<file path="config.mk">
export PLATFORM = sky130hd
export DESIGN_NAME = dma_gp_sequencer
export DESIGN_NICKNAME = d
export VERILOG_FILES = /design/src/rtl/dma_seq_pkg.sv /design/src/rtl/dma_align_timer.sv /design/src/rtl/dma_phase_timer.sv /design/src/rtl/dma_byte_engine.sv /design/src/rtl/dma_gp_sequencer.sv
export SDC_FILE = /design/constraint.sdc
export NUM_CORES = 1
export LEC_CHECK = 0
export BUFFER_PORTS_ARGS = -buffer_cell sky130_fd_sc_hd__buf_4
export CAP_MARGIN = 25
export CORE_MARGIN = 2
export CORE_UTILIZATION = 30
export DETAILED_ROUTE_END_ITERATION = 6
export GPL_TIMING_DRIVEN = 0
export PLACE_DENSITY = 0.52
export SETUP_SLACK_MARGIN = 0.05
export SLEW_MARGIN = 20
export SYNTH_ARGS = -nofsm -noshare
export SYNTH_HDL_FRONTEND = slang
export SYNTH_SLANG_ARGS = --single-unit
</file>
<file path="constraint.sdc">
create_clock -name clk -period 3.05 [get_ports clk]
set_clock_uncertainty 0.1 [all_clocks]
set_input_delay 0.1525 -clock clk [delete_from_list [all_inputs] [get_ports clk]]
set_output_delay 0.1525 -clock clk [all_outputs]
set_load 0.02 [all_outputs]
</file>
<file path="src/rtl/dma_seq_pkg.sv">
// Shared types for the DMA sequencer.
// Assumes: one transfer at a time, primary-to-peripheral direction only.
package dma_seq_pkg;
    typedef enum logic [2:0] {
        PH_IDLE,
        PH_PRE,
        PH_SETUP,
        PH_XFER,
        PH_TEAR,
        PH_POST
    } phase_t;
endpackage

</file>
<file path="src/rtl/dma_align_timer.sv">
// Alignment counters: a free-running grid counter since reset and a
// counter of stall cycles modulo the release multiple.
// Assumes: in_seq is high exactly for the stall cycles.
module dma_align_timer #(
    parameter int PRE_ALIGN  = 8,
    parameter int POST_ALIGN = 6
) (
    input  logic clk,
    input  logic rst_n,
    input  logic in_seq,
    output logic grid_zero,
    output logic pre_last,
    output logic post_last
);
    localparam int GW = (PRE_ALIGN  > 1) ? $clog2(PRE_ALIGN)  : 1;
    localparam int PW = (POST_ALIGN > 1) ? $clog2(POST_ALIGN) : 1;
    localparam logic [GW-1:0] G_LAST = GW'(PRE_ALIGN - 1);
    localparam logic [PW-1:0] P_LAST = PW'(POST_ALIGN - 1);

    logic [GW-1:0] grid_q;
    logic [PW-1:0] post_q;

    // Grid counter: clock count since reset, modulo PRE_ALIGN.
    always_ff @(posedge clk) begin
        if (!rst_n)               grid_q <= '0;
        else if (grid_q == G_LAST) grid_q <= '0;
        else                      grid_q <= grid_q + 1'b1;
    end

    // Stall-length counter modulo POST_ALIGN, held at zero while idle.
    always_ff @(posedge clk) begin
        if (!rst_n || !in_seq)     post_q <= '0;
        else if (post_q == P_LAST) post_q <= '0;
        else                       post_q <= post_q + 1'b1;
    end

    assign grid_zero = (grid_q == '0);
    assign pre_last  = (grid_q == G_LAST);
    assign post_last = in_seq && (post_q == P_LAST);

    // the release counter only moves during a stall.
    a_r7_post_idle_zero: assert property (@(posedge clk) disable iff (!rst_n)
        !in_seq |=> (post_q == '0) || in_seq);
endmodule

</file>
<file path="src/rtl/dma_phase_timer.sv">
// Counts clocks inside one fixed-length interval (setup, byte slot,
// teardown) and flags the interval's last clock.
// Assumes: last_val is held stable while run is high within an interval.
module dma_phase_timer #(
    parameter int W = 3
) (
    input  logic         clk,
    input  logic         rst_n,
    input  logic         run,
    input  logic [W-1:0] last_val,
    output logic [W-1:0] sub,
    output logic         at_end
);
    assign at_end = run && (sub == last_val);

    // Interval counter: restarts at zero after each interval's last clock.
    always_ff @(posedge clk) begin
        if (!rst_n || !run || at_end) sub <= '0;
        else                          sub <= sub + 1'b1;
    end

    // the counter never runs past the interval end.
    a_r4_sub_bounded: assert property (@(posedge clk) disable iff (!rst_n)
        run |-> sub <= last_val);
endmodule

</file>
<file path="src/rtl/dma_byte_engine.sv">
// Holds the primary address and the bytes still to move.
// Assumes: load and advance are never high together.
module dma_byte_engine #(
    parameter int ADDR_W = 24,
    parameter int CNT_W  = 16
) (
    input  logic              clk,
    input  logic              rst_n,
    input  logic              load,
    input  logic [ADDR_W-1:0] load_addr,
    input  logic [CNT_W-1:0]  load_cnt,
    input  logic              advance,
    input  logic              xfer,
    output logic [ADDR_W-1:0] addr,
    output logic              last_byte
);
    localparam int RW = CNT_W + 1;
    localparam logic [RW-1:0] FULL = {1'b1, {CNT_W{1'b0}}};

    logic [RW-1:0] rem_q;

    // Address and remaining-count registers.
    always_ff @(posedge clk) begin
        if (!rst_n) begin
            addr  <= '0;
            rem_q <= '0;
        end else if (load) begin
            addr  <= load_addr;
            rem_q <= (load_cnt == '0) ? FULL : {1'b0, load_cnt};
        end else if (advance) begin
            addr  <= addr + 1'b1;
            rem_q <= rem_q - 1'b1;
        end
    end

    assign last_byte = (rem_q == RW'(1));

    // a running transfer always has at least one byte left.
    a_r6_rem_nonzero: assert property (@(posedge clk) disable iff (!rst_n)
        xfer |-> rem_q != '0);
    // each advance steps the address by exactly one.
    a_r5_addr_step: assert property (@(posedge clk) disable iff (!rst_n)
        advance |=> addr == $past(addr) + 1'b1);
endmodule

</file>
<file path="src/rtl/dma_gp_sequencer.sv">
// General-purpose DMA sequencer: stalls the CPU, aligns to the clock
// grid, runs setup, byte slots and teardown, pads the stall to the
// release multiple, then pulses done.
// Assumes: start is a one-cycle pulse; strobes are active low.
module dma_gp_sequencer
    import dma_seq_pkg::*;
#(
    parameter int ADDR_W      = 24,
    parameter int PAGE_W      = 8,
    parameter int CNT_W       = 16,
    parameter int DATA_W      = 8,
    parameter int PRE_ALIGN   = 8,
    parameter int POST_ALIGN  = 6,
    parameter int SETUP_CLKS  = 8,
    parameter int BYTE_CLKS   = 8,
    parameter int STROBE_CLKS = 4,
    parameter int TEAR_CLKS   = 8
) (
    input  logic              clk,
    input  logic              rst_n,
    input  logic              start,
    input  logic [ADDR_W-1:0] src_addr,
    input  logic [PAGE_W-1:0] dst_page,
    input  logic [CNT_W-1:0]  byte_cnt,
    input  logic [DATA_W-1:0] din,
    output logic [DATA_W-1:0] dout,
    output logic [ADDR_W-1:0] a_addr,
    output logic [PAGE_W-1:0] b_addr,
    output logic              a_rd_n,
    output logic              a_wr_n,
    output logic              b_rd_n,
    output logic              b_wr_n,
    output logic              cpu_stall,
    output logic              busy,
    output logic              done
);
    localparam int MAX_A = (SETUP_CLKS > TEAR_CLKS) ? SETUP_CLKS : TEAR_CLKS;
    localparam int MAX_U = (MAX_A > BYTE_CLKS) ? MAX_A : BYTE_CLKS;
    localparam int SW    = (MAX_U > 1) ? $clog2(MAX_U) : 1;
    localparam logic [SW-1:0] SETUP_LAST = SW'(SETUP_CLKS - 1);
    localparam logic [SW-1:0] BYTE_LAST  = SW'(BYTE_CLKS - 1);
    localparam logic [SW-1:0] TEAR_LAST  = SW'(TEAR_CLKS - 1);
    localparam logic [SW-1:0] STRB_FIRST = SW'(BYTE_CLKS - STROBE_CLKS);

    phase_t            ph_q, ph_d;
    logic              grid_zero, pre_last, post_last;
    logic              run, at_end, last_byte, advance, load, strobe;
    logic [SW-1:0]     sub, last_val;
    logic [PAGE_W-1:0] page_q;
    logic              done_q;

    assign load    = (ph_q == PH_IDLE) && start;
    assign run     = (ph_q == PH_SETUP) || (ph_q == PH_XFER) || (ph_q == PH_TEAR);
    assign advance = (ph_q == PH_XFER) && at_end && !last_byte;
    assign strobe  = (ph_q == PH_XFER) && (sub >= STRB_FIRST);

    dma_align_timer #(.PRE_ALIGN(PRE_ALIGN), .POST_ALIGN(POST_ALIGN)) u_align (
        .clk(clk), .rst_n(rst_n), .in_seq(ph_q != PH_IDLE),
        .grid_zero(grid_zero), .pre_last(pre_last), .post_last(post_last)
    );

    dma_phase_timer #(.W(SW)) u_phase (
        .clk(clk), .rst_n(rst_n), .run(run), .last_val(last_val),
        .sub(sub), .at_end(at_end)
    );

    dma_byte_engine #(.ADDR_W(ADDR_W), .CNT_W(CNT_W)) u_bytes (
        .clk(clk), .rst_n(rst_n), .load(load), .load_addr(src_addr),
        .load_cnt(byte_cnt), .advance(advance), .xfer(ph_q == PH_XFER),
        .addr(a_addr), .last_byte(last_byte)
    );

    // Interval length selected by the current phase.
    always_comb begin
        case (ph_q)
            PH_SETUP: last_val = SETUP_LAST;
            PH_TEAR:  last_val = TEAR_LAST;
            default:  last_val = BYTE_LAST;
        endcase
    end

    // Phase sequencing.
    always_comb begin
        ph_d = ph_q;
        case (ph_q)
            PH_IDLE:  if (start)     ph_d = pre_last ? PH_SETUP : PH_PRE;
            PH_PRE:   if (pre_last)  ph_d = PH_SETUP;
            PH_SETUP: if (at_end)    ph_d = PH_XFER;
            PH_XFER:  if (at_end && last_byte) ph_d = PH_TEAR;
            PH_TEAR:  if (at_end)    ph_d = post_last ? PH_IDLE : PH_POST;
            PH_POST:  if (post_last) ph_d = PH_IDLE;
            default:                 ph_d = PH_IDLE;
        endcase
    end

    // Phase register.
    always_ff @(posedge clk) begin
        if (!rst_n) ph_q <= PH_IDLE;
        else        ph_q <= ph_d;
    end

    // Peripheral page latch, captured with the start pulse.
    always_ff @(posedge clk) begin
        if (!rst_n)    page_q <= '0;
        else if (load) page_q <= dst_page;
    end

    // Completion pulse in the cycle after the stall ends.
    always_ff @(posedge clk) begin
        if (!rst_n) done_q <= 1'b0;
        else        done_q <= (ph_q != PH_IDLE) && (ph_d == PH_IDLE);
    end

    assign cpu_stall = (ph_q != PH_IDLE);
    assign busy      = cpu_stall;
    assign done      = done_q;
    assign b_addr    = page_q;
    assign a_rd_n    = !strobe;
    assign b_wr_n    = !strobe;
    assign a_wr_n    = 1'b1;
    assign b_rd_n    = 1'b1;
    assign dout      = din;

    // no strobe while idle.
    a_r1_idle_quiet: assert property (@(posedge clk) disable iff (!rst_n)
        !busy |-> a_rd_n && b_wr_n);
    // an accepted start raises the stall on the next cycle.
    a_r2_stall_next: assert property (@(posedge clk) disable iff (!rst_n)
        (ph_q == PH_IDLE && start) |=> cpu_stall);
    // setup begins on the grid.
    a_r3_setup_on_grid: assert property (@(posedge clk) disable iff (!rst_n)
        (ph_q == PH_SETUP && sub == '0) |-> grid_zero);
    // done follows the last stall cycle.
    a_r8_done_after_stall: assert property (@(posedge clk) disable iff (!rst_n)
        done |-> !cpu_stall && $past(cpu_stall));
endmodule

</file>
### Word level (Yosys, flattened, before mapping)

Index checks and enable logic that the tools add are counted.

| operators by class | value |
|---|---|
| multipliers | 0 |
| divide/modulo/power cells | 0 |
| order comparisons | 1 |
| add/sub/neg operators | 5 |
| shift operators | 0 |
| eq/ne operators | 9 |
| multiplexer cells | 14 |
| reduce and logical (&&, ||, !) cells | 25 |
| bitwise operators | 1 |

Operators with widths:

| cell | count |
|---|---|
| two-way mux 17 bit | 3 |
| two-way mux 24 bit | 2 |
| adder 24 x 1 -> 24 bit (second input constant) | 1 |
| two-way mux 3 bit | 7 |
| case mux 3 bit (6 select lines) | 1 |
| == test 17 x 1 -> 1 bit (second input constant) | 1 |
| subtractor 17 x 1 -> 17 bit (second input constant) | 1 |
| zero test 16 bit | 1 |
| == test 3 bit (second input constant) | 5 |
| adder 3 x 1 -> 3 bit (second input constant) | 3 |
| logical AND 1 bit | 8 |
| == test 3 x 2 -> 1 bit (second input constant) | 2 |
| zero test 3 bit | 2 |
| zero test 1 bit | 5 |
| logical OR 1 bit | 5 |
| OR reduction 2 bit | 2 |
| == test 3 x 1 -> 1 bit (second input constant) | 1 |
| greater-or-equal comparator 3 bit (second input constant) | 1 |
| nonzero test 3 bit | 1 |
| two-way mux 2 bit | 1 |
| nonzero test 2 bit | 1 |
| inverter 1 bit | 1 |

| storage, ports and cells | value |
|---|---|
| memory bits (writable) | 0 |
| bits in read-only memories | 0 |
| latch bits | 0 |
| output and inout port bits | 47 |
| memories kept | 0 |
| register bits | 62 |

### Longest topological paths before layout

Gate-level depths: netlist of the first run.

| depth | value |
|---|---|
| depth in word-level cells | 9 |
| mapped depth | 9 |
| depth with buffers taken out | 7 |

### Hierarchy

Synthesis of the first run repeated with hierarchy kept, for this count alone.

| second synthesis, totals | value |
|---|---|
| cell total of the unflattened synthesis | 413 |
| area, all modules | 3458.3 um2 |

Modules (own cells, without submodules):

| module | sequential area each (um2) | area each (um2) | cells an instance | times used |
|---|---|---|---|---|
| dma_byte_engine | 820.8 | 2384.8 | 293 | 1 |
| dma_gp_sequencer | 240.2 | 640.6 | 80 | 1 |
| dma_align_timer | 120.1 | 274.0 | 25 | 1 |
| dma_phase_timer | 60.1 | 158.9 | 15 | 1 |

### Worst setup path after synthesis of the first run

Ideal clock, no wire load.

| timing | value |
|---|---|
| kind | register to register |
| start | register u_bytes.addr[7] |
| end | register u_bytes.addr[21] |
| data arrival time | 2.221 ns |
| setup slack | 0.655 ns |
| clock period less this slack | 2.395 ns |
| setup time | 0.074 ns |
| data required time | 2.876 ns |
| stages on the path, launching flop included | 7 |
| cell sequence | dfxtp_1 -> nand4_2 -> or4_4 -> or4b_1 -> buf_2 -> or3_1 -> a31oi_1 |

| between the ends | value |
|---|---|
| longest elaborated chain between the ends | 3 |

RTL lines:

| item | line | RTL |
|---|---|---|
| start, declared | dma_byte_engine.sv:14 | `output logic [ADDR_W-1:0] addr,` |
| start signal, assigned | dma_byte_engine.sv:28 | `addr <= load_addr;` |
| start signal, assigned | dma_byte_engine.sv:31 | `addr <= addr + 1'b1;` |
| adder 24 x 1 -> 24 bit | dma_byte_engine.sv:31 |  |
| two-way mux 24 bit | dma_byte_engine.sv:30 | `end else if (advance) begin` |
| two-way mux 24 bit | dma_byte_engine.sv:27 | `end else if (load) begin` |

Every way passes these cells. The select of a mux whose other input is x is not followed.
A chain may end at the register's enable or synchronous reset.

### Final worst setup path of the first run

| timing | value |
|---|---|
| start | register u_bytes.rem_q[0] |
| end | register done_q (netlist: done) |

| between the ends | value |
|---|---|
| longest elaborated chain between the ends | 6 |

RTL lines:

| item | line | RTL |
|---|---|---|
| start, declared | dma_byte_engine.sv:20 | `logic [RW-1:0] rem_q;` |
| start signal, assigned | dma_byte_engine.sv:29 | `rem_q <= (load_cnt == '0) ? FULL : {1'b0, load_cnt};` |
| start signal, assigned | dma_byte_engine.sv:32 | `rem_q <= rem_q - 1'b1;` |
| == test 17 x 1 -> 1 bit | dma_byte_engine.sv:36 | `assign last_byte = (rem_q == RW'(1));` |
| logical AND 1 bit | dma_gp_sequencer.sv:89 | `PH_XFER: if (at_end && last_byte) ph_d = PH_TEAR;` |
| two-way mux 3 bit | dma_gp_sequencer.sv:89 |  |
| case mux 3 bit (6 select lines) | dma_gp_sequencer.sv:85 | `case (ph_q)` |
| zero test 3 bit | dma_gp_sequencer.sv:111 | `else done_q <= (ph_q != PH_IDLE) && (ph_d == PH_IDLE);` |
| logical AND 1 bit | dma_gp_sequencer.sv:111 |  |
| end signal, assigned | dma_gp_sequencer.sv:111 |  |
| end, declared | dma_gp_sequencer.sv:50 | `logic done_q;` |

Every way passes these cells.

==> results.md, run 1 <==
- Ys async rst share: 0
- CP arrival: 2.86 ns
- First-pass GRT wire length: 16300 um
- Post-placement cell count: 644
- Critical path class: register to register
- Filler cell count: 1102
- Hold Path Depth: 3
- Fin cells: 671
- Cell Rows: 38
- Most common cell after layout, fill and taps aside: buf_4
- Register bit total from synthesis: just over 60
- Hold WS: 0.00792 ns
- Post-Syn Area: about 3300 um^2
- Slew Limit Fails: 0
- Cell taking the most area after synthesis: dfxtp_1
- IO Count: 106
- Synth cell types: 49
- Synth top area share: 0.375
- CP max FO: 10
- Leak pwr: 1.77 nW
- Multi-input logic area: approximately 1900 um^2
- Max-cap violation count: 0
- Final core occ: 0.415
- Worst IR Drop VDD: 0.163 mV
- Flop2flop setup slack: around 0.37 ns
- Syn Inst Count: ~400
- Largest net degree at the start of global routing: 11
- Antenna diodes: 0
- Most frequent cells in the layout: buf_4, dfxtp_1, o21ai_0
- Outcome: finished clean
- RSZ-0062 raised after global routing: no
- Via-to-Cell Ratio: 5.13
- Crit. End Element: register
- Syn_area_per_cell: roughly 8.1 um^2
- YS warnings: 0
- Post-synth top flop: dfxtp_1
- Post-synth EDFFs: 0
- Grt ovf: 0
- CP Launch Type: register
- Die Wd: 109 um
- Slew HR: 0.410
- Total track usage: 0.181
- CTS tree: built
- Maximum clock path buffer count: 2
- Worst-case reg-to-reg path depth: 8
- Final RePlAce weighted congestion: 0.891
- CTS clk-pin slew, worst paths: 0.06 ns
- Post-CTS Setup Bufs: 0
- Worst min path class: input port to register
- DR DRC count: 0
- Starting Density: 0.306
- CTS Root Buffer Type: clkbuf_8
- Initial antenna violation count: 0
- Total CTS buffers: 9
- Vias in the first global route: 3142
- Final wirelength: 10600 um
- Seq. cell area: 1240 um^2
- Routed Antenna Nets: 0
- Core ar.: roughly 11000 um^2
- # nets final: around 590
- Buffers added on ports: 94
- Routed WL per cell: 15.8 um
- Initial drt markers: 133
- Vias: 3445
- Die Span Y: 109 um
- Worst skew pair latency: 0.34 ns
- Post-synthesis sequential area ratio: 0.375
- CTS Sinks: 62
- Fraction of layout cells with a size suffix above 1: 0.243
- Slew @ Worst Pin: about 0.9 ns
- Die ar.: 11900 um^2
- Drt pass-1 iters: 4
- Fin crit share: 0.879
- Data required, critical path: 3.23 ns
- H-tree levels: 3
- Setup_tns: 0 ns
- Final Hold Vio Count: 0
- Largest cells by area after synthesis: dfxtp_1, o21ai_0, nand2_1
- DP HPWL: 7920 um
- Setup violators final: 0
- Fmax: 373 MHz
- Area Overhead vs Synth: 35.5%
- Pwr Density: 452 nW/um^2
- Tmin final: about 2.7 ns
## layer usage
metal,track usage,share of wire
met4,0.0742,0.014
met2,0.300,0.47
met1,0.232,0.44
met3,0.0299,0.072
met5,0,0
## kinds of logic after synthesis
family | share of synthesized area
XOR/XNOR | 0.0450
AO/OA/AOI/OAI | 0.226
buffers and inverters | 0.0655
AND/OR/NAND/NOR | 0.252
adder cells (fa/ha/maj) | 0.0341
flip-flops | 0.375
other | 0.00113
## per-stage QoR
| stage | cell area [um^2] | setup slack, ns | power, mW |
|---|---|---|---|
| global route | 4480 | 0.104 | 2.13 |
| CTS | 4480 | 0.355 | 2.04 |
| global placement | 4190 | 0.363 | 1.35 |
| detailed placement | 4190 | 0.348 | 1.36 |
| finish | 4480 | 0.369 | 2.02 |
| floorplan | 3310 | 0.655 | 1.17 |
## flip-flops by register name (all words and copies together) (netlist names)
register and cells:
b_addr 8, done 1, ph_q 3, u_align.grid_q 3, u_align.post_q 3, u_bytes.addr 24, u_bytes.rem_q 17, u_phase.sub 3
## cell type report
class                   count  share of cell area
well taps                 140              0.0391
repair buffers            105               0.182
inverters                   7             0.00586
clock buffers              16              0.0402
plain buffers              37              0.0424
flip-flops and latches     62               0.277
multi-input cells         304               0.413
## critical path: stages (launching register included)
cell     delay (ns)
dfxtp_1        0.41
ha_1           0.17
nor4b_1        0.49
and4_1         0.27
buf_2          0.23
buf_1          0.44
a31oi_1        0.15
a31oi_1        0.20
and3b_1        0.17
## synthesized netlist by cell type, types with 6 or more instances
| cell type | number |
|---|---|
| dfxtp_1 | 62 |
| o21ai_0 | 45 |
| nand2_1 | 36 |
| a21oi_1 | 24 |
| nor2_1 | 20 |
| clkbuf_1 | 19 |
| nor4_1 | 17 |
| nand3_1 | 15 |
| nor3_1 | 15 |
| a31oi_1 | 13 |
| buf_4 | 12 |
| xnor2_1 | 11 |
| a21boi_0 | 10 |
| a211oi_1 | 9 |
| ha_1 | 9 |
| o21a_1 | 9 |
| inv_1 | 7 |
| nand4_1 | 7 |
| xor2_1 | 6 |
## where the power goes
group	internal [mW]	switching, mW	total [mW]	leakage, nW
Sequential	0.866	0.0637	0.930	0.511
Combinational	0.196	0.226	0.423	1.17
Clock	0.364	0.307	0.671	0.0910
## worst paths after layout
path | end | start
max | done | u_bytes.rem_q[0]
min | u_bytes.addr[14] | src_addr[14]
max reg2reg | done | u_bytes.rem_q[0]
min reg2reg | u_phase.sub[0] | u_phase.sub[0]
## repair_timing
item / 4_1_cts / 5_1_grt
gates resized for setup: 0 / 0
hold buffers: 11 / 0
endpoints found under the hold margin: 11 / 0
Power figures use the tool's default switching activity.
==> run 2, diff against run 1 <==
Settings changed: PLACE_DENSITY 0.52 to 0.51, SYNTH_HIERARCHICAL from default to 1.
==> results.md, run 2 <==
- Outcome: finished clean (unchanged)
- Post-DP Area: 4360 um^2 (was 4190 um^2)
- Met3 Use GR: 0.0432 (was 0.0299)
- Critical path class: register to register (unchanged)
- Fraction of layout cells with a size suffix above 1: 0.269 (was 0.243)
- Antenna diodes: 0 (unchanged)
- Worst min path class: input port to register (unchanged)
- Largest net degree at the start of global routing: 12 (was 11)
- Crit. End Element: register (unchanged)
- Slew HR: 0.489 (was 0.410)
- Max-cap violation count: 0 (unchanged)
- Finished Cell Area: 4910 um^2 (was 4480 um^2)
- YS warnings: 6 (was 0)
- Total CTS buffers: 9 (unchanged)
- CP Launch Type: register (unchanged)
- CTS clk-pin slew, worst paths: 0.06 ns (about the same)
- Power after layout: 2.41 mW (was 2.02 mW)
- Routed Antenna Nets: 0 (unchanged)
- WHS Endpoint: u_bytes/rem_q[2] (was u_bytes.addr[14])
- Worst R2R End: u_bytes/addr[23] (was done)
- Most common cell after layout, fill and taps aside: buf_4 (unchanged)
- Flop2flop setup slack: 0.22 ns (was 0.37 ns)
- Starting Density: 0.305 (was 0.306)
- IO Count: 106 (unchanged)
- DR DRC count: 0 (unchanged)
- Initial drt markers: 196 (was 133)
- Maximum clock path buffer count: 2 (unchanged)
- Cell Rows: 39 (was 38)
- Worst r2r src: ph_q[2] (was u_bytes.rem_q[0])
- Fin cells: 690 (was 671)
- Via-to-Cell Ratio: 5.17 (was 5.13)
- Most Crowded Layer GR: met2 (unchanged)
- Syn Inst Count: 412 (was 409)
- CP max FO: 7 (was 10)
- Worst setup margin: 0.220 ns (was 0.369 ns)
- Vias in the first global route: 3404 (was 3142)
- Hold Path Depth: 3 (unchanged)
- Routed WL per cell: 15.1 um (was 15.8 um)
- CTS Root Buffer Type: clkbuf_16 (was clkbuf_8)
- Final wirelength: 10400 um (was 10600 um)
- Largest register FFs: 24 (unchanged)
- Final RePlAce weighted congestion: 0.820 (was 0.891)
- Seq. cell area: 1240 um^2 (about the same)
- RSZ-0062 raised after global routing: no (unchanged)
- CP arrival: 2.99 ns (was 2.86 ns)
- Data required, critical path: 3.21 ns (was 3.23 ns)
- Die Wd: 111 um (was 109 um)
- Initial antenna violation count: 0 (unchanged)
- Slew @ Worst Pin: 0.756 ns (was 0.877 ns)
- DP HPWL: 7600 um (was 7920 um)
- Area Overhead vs Synth: 42.2% (was 35.5%)
- Grt met1 use: 0.219 (was 0.232)
- Fmax: 353 MHz (was 373 MHz)
- Slew Limit Fails: 0 (unchanged)
- Fin crit share: 0.928 (was 0.879)
- Syn_area_per_cell: 8.38 um^2 (was 8.08 um^2)
- Buffers added on ports: 95 (was 94)
- First-pass GRT wire length: 16500 um (was 16300 um)
- Pwr Density: 491 nW/um^2 (was 452 nW/um^2)
- Post-Syn Area: 3450 um^2 (was 3310 um^2)
- CTS Sinks: 62 (unchanged)
- Tmin final: 2.83 ns (was 2.68 ns)
- Leak pwr: 1.97 nW (was 1.77 nW)
- Worst skew pair latency: 0.33 ns (was 0.34 ns)
- Worst IR Drop VDD: 0.279 mV (was 0.163 mV)
- Worst Setup SP: ph_q[2] (was u_bytes.rem_q[0])
- Hold_sp: byte_cnt[2] (was src_addr[14])
- Most frequent cells in the layout: buf_4, dfxtp_1, nand2_1 (was buf_4, dfxtp_1, o21ai_0)
- Total track usage: 0.164 (was 0.181)
- Setup violators final: 0 (unchanged)
- Drt pass-1 iters: 4 (unchanged)
- Final Hold Vio Count: 0 (unchanged)
- Worst-case reg-to-reg path depth: 8 (unchanged)
- Filler cell count: 1169 (was 1102)
- Dpl ws: -0.542 ns (was 0.348 ns)
- Met2 usage: 0.260 (was 0.300)
- # nets final: 610 (was 594)
- Vias: 3567 (was 3445)
- Multi-input logic area: 2020 um^2 (was 1850 um^2)
- Core ar.: 11300 um^2 (was 10800 um^2)
- Die Span Y: 111 um (was 109 um)
- Setup_tns: 0 ns (unchanged)
- Die ar.: 12400 um^2 (was 11900 um^2)
- Grt ovf: 0 (unchanged)
- CTS tree: built (unchanged)
- H-tree levels: 3 (unchanged)
- Register bank with the most flops: u_bytes/addr (was u_bytes.addr)
- Post-placement cell count: 655 (was 644)
run 2: report_power, final:
part | switching (mW) | internal, mW | leakage [nW]
sequential | 0.0684 | 0.864 | 0.511
clock | 0.365 | 0.676 | 0.146
combinational | 0.229 | 0.206 | 1.31
run 2: layout make-up:
cell class | count | area share
multi-input combinational | 302 | 0.411
sequential | 62 | 0.253
timing repair buffer | 116 | 0.187
clock buffer | 13 | 0.0530
buffer | 33 | 0.0367
tap | 143 | 0.0365
inverter | 18 | 0.0138
clock inverter | 3 | 0.00867
run 2: through the flow:
stage / utilization / hold slack [ns]
detailed placement: 0.385 / 0.290
global route: 0.434 / 0.00866
CTS: 0.431 / 0.00163
global placement: 0.385 / 0.288
floorplan: - / 0.189
finish: 0.434 / 0.00824
run 2: how the worst max path moves through the flow:
stage	cells past startpoint	slack (ns)	to
floorplan	9	0.31	u_bytes/rem_q[7]
global placement	9	-0.52	u_bytes/rem_q[11]
detailed placement	10	-0.54	u_bytes/addr[5]
CTS	8	0.09	u_bytes/addr[23]
global route	8	0.06	u_bytes/addr[23]
finish	8	0.22	u_bytes/addr[23]
run 2: critical path, stage by stage, from the launching register on:
cell and delay, ns:
dfxtp_1 0.42, nor2b_1 0.21, a21o_1 0.17, and4_2 0.27
and3b_2 0.31, nand3_2 0.15, or3_2 0.49, or4_1 0.48
a31oi_1 0.17
run 2: routing by layer:
layer | routed length [um] | vias to the layer above
met5 | 0 | -
met4 | 54 | 0
met3 | 676 | 10
met2 | 4660 | 118
met1 | 5000 | 1648
li1 | - | 1791
run 2: what timing repair did:
| item | in CTS | in global routing |
|---|---|---|
| buffers inserted | 0 | 2 |
| resized for setup | 7 | 5 |
| endpoints found under the hold margin | 19 | 0 |
| pin swaps | 0 | 3 |
| setup endpoints to repair | 41 | 10 |
| hold buffers | 19 | 0 |
==> run 3, diff against run 2 <==
Settings changed: BUFFER_PORTS_ARGS -buffer_cell sky130_fd_sc_hd__buf_4 to default, DONT_BUFFER_PORTS from default to 1, MAX_ROUTING_LAYER from default to met4, PLACE_DENSITY 0.51 to 0.44.
Clock period 3.05 ns to 3.1 ns, I/O delays scaled along.
==> results.md, run 3 (synthesized netlist as in run 2, its figures left out) <==
- DR DRC count: 0 (unchanged)
- Routed Antenna Nets: 0 (unchanged)
- Leak pwr: 1.64 nW (was 1.97 nW)
- Maximum clock path buffer count: 2 (unchanged)
- Antenna diodes: 0 (unchanged)
- Die ar.: 12400 um^2 (unchanged)
- Starting Density: 0.305 (unchanged)
- Setup_tns: 0 ns (unchanged)
- P_sw: 0.652 mW (was 0.662 mW)
- Met3 wire len: 850 um (was 676 um)
- Detail Route met2 WL: 4790 um (was 4660 um)
- Slew Limit Fails: 0 (unchanged)
- Final wirelength: 10600 um (was 10400 um)
- Largest net degree at the start of global routing: 12 (unchanged)
- Critical path class: register to register (unchanged)
- Clock power frac: 0.433 (was 0.432)
- Register bank with the most flops: u_bytes/addr (unchanged)
- Final RePlAce weighted congestion: 0.790 (was 0.820)
- First-pass GRT wire length: 17300 um (was 16500 um)
- Cell Rows: 39 (unchanged)
- Largest register FFs: 24 (unchanged)
- Initial antenna violation count: 0 (unchanged)
- Total track usage: 0.180 (was 0.164)
- Hold WS: 0.00852 ns (was 0.00824 ns)
- Worst skew pair latency: 0.34 ns (was 0.33 ns)
- Flop2flop setup slack: 0.20 ns (was 0.22 ns)
- CTS clk-pin slew, worst paths: 0.06 ns (about the same)
- Die Wd: 111 um (unchanged)
- Final Hold Vio Count: 0 (unchanged)
- Slew @ Worst Pin: 0.745 ns (was 0.756 ns)
- Max-cap violation count: 0 (unchanged)
- Worst r2r src: ph_q[2] (unchanged)
- Worst min path class: input port to register (unchanged)
- Vias in the first global route: 3372 (was 3404)
- Vias: 3424 (was 3567)
- Tmin final: 2.90 ns (was 2.83 ns)
- Total CTS buffers: 9 (unchanged)
- Slew HR: 0.497 (was 0.489)
- Data required, critical path: 3.27 ns (was 3.21 ns)
- CTS Root Buffer Type: clkbuf_16 (unchanged)
- Fmax: 344 MHz (was 353 MHz)
- CTS Sinks: 62 (unchanged)
- Setup violators final: 0 (unchanged)
- DP HPWL: 7350 um (was 7600 um)
- Comb power frac: 0.140 (was 0.181)
- Drt pass-1 iters: 4 (unchanged)
- Most common cell after layout, fill and taps aside: dfxtp_1 (was buf_4)
- Worst Setup SP: ph_q[2] (unchanged)
- # nets final: 545 (was 610)
- Fin crit share: 0.937 (was 0.928)
- Initial drt markers: 165 (was 196)
- Grt ovf: 0 (unchanged)
- Area Overhead vs Synth: 30.1% (was 42.2%)
- Buffers added on ports: 0 (was 95)
- Worst R2R End: u_bytes/addr[23] (unchanged)
- Top Layer Used: met4 (unchanged)
- Worst-case reg-to-reg path depth: 8 (unchanged)
- CP Launch Type: register (unchanged)
- IO Count: 106 (unchanged)
- H-tree levels: 3 (unchanged)
- Met1 wire length: 4750 um (was 5000 um)
- CTS tree: built (unchanged)
- Die Span Y: 111 um (unchanged)
- Core ar.: 11300 um^2 (unchanged)
- Outcome: finished clean (unchanged)
- Worst IR Drop VDD: 0.420 mV (was 0.279 mV)
- Via-to-Cell Ratio: 5.48 (was 5.17)
- End of the critical path: u_bytes/addr[23] (unchanged)
- Crit. End Element: register (unchanged)
- Pwr Density: 501 nW/um^2 (was 491 nW/um^2)
- Sw Ratio: 0.290 (was 0.275)
- Pint: 1.60 mW (was 1.75 mW)
- RSZ-0062 raised after global routing: yes (was no)
- Sequential share of power: 0.427 (was 0.387)
- Most frequent cells in the layout: dfxtp_1, dlygate4sd3_1, nand2_1 (was buf_4, dfxtp_1, nand2_1)
- CP arrival: 3.07 ns (was 2.99 ns)
- Fraction of layout cells with a size suffix above 1: 0.112 (was 0.269)
- Routed WL per cell: 16.9 um (was 15.1 um)
- CP max FO: 7 (unchanged)
[run 3: routing by layer]
layer | vias up | global-route usage
met2 | 113 | 0.273
met1 | 1631 | 0.222
met5 | - | -
li1 | 1665 | -
met3 | 15 | 0.0689
met4 | 0 | 0.0568
[run 3: worst min path at each step]
stage                 start           endpoint  slack (ns)  cells past startpoint
3_3_place_gp    dst_page[2]          b_addr[2]        0.20                      2
4_1_cts        byte_cnt[13]  u_bytes/rem_q[13]       0.001                      3
3_5_place_dp    dst_page[3]          b_addr[3]        0.20                      2
6_report       byte_cnt[13]  u_bytes/rem_q[13]       0.009                      3
2_1_floorplan   dst_page[0]          b_addr[0]        0.19                      2
5_1_grt        byte_cnt[13]  u_bytes/rem_q[13]      0.0006                      3
[run 3: area by class of cell]
type	count	area [um^2]
fill	1178	6830
multi-input combinational	302	2030
sequential	62	1240
timing repair buffer	51	503
clock buffer	12	267
buffer	33	180
tap	143	179
inverter	18	67.6
clock inverter	4	20.0
[run 3: timing repair]
item	in CTS	in global routing
setup endpoints to repair	41	22
setup buffers	0	3
gates resized for setup	7	5
hold endpoints to repair	57	0
pin swaps	0	3
hold buffers	48	0
[run 3: critical path: stages (launching register included)]
cell and delay (ns):
dfxtp_1 0.43, nor2b_1 0.21, a21o_1 0.17, and4_1 0.28
and3b_2 0.31, nand3_2 0.16, or3_2 0.52, or4_1 0.48
a31oi_1 0.17
[run 3: metrics by stage]
step / setup WS (ns) / instance area (um^2) / util / power, mW / std cells
6_report: 0.196 / 4490 / 0.397 / 2.25 / 625
5_1_grt: 0.0305 / 4490 / 0.397 / 2.36 / 625
4_1_cts: 0.119 / 4440 / 0.392 / 2.27 / 622
3_5_place_dp: -0.544 / 3650 / 0.322 / 1.23 / 560
3_3_place_gp: -0.553 / 3650 / 0.322 / 1.22 / 560
2_1_floorplan: 0.357 / 3470 / - / 1.16 / 417
[run 3: power groups by stage]
stage | sequential [mW] | combinational, mW | clock, mW
floorplan | 0.953 | 0.204 | 0
global placement | 0.972 | 0.252 | 0
detailed placement | 0.972 | 0.255 | 0
CTS | 0.957 | 0.311 | 0.997
global route | 0.970 | 0.351 | 1.04
finish | 0.960 | 0.316 | 0.973
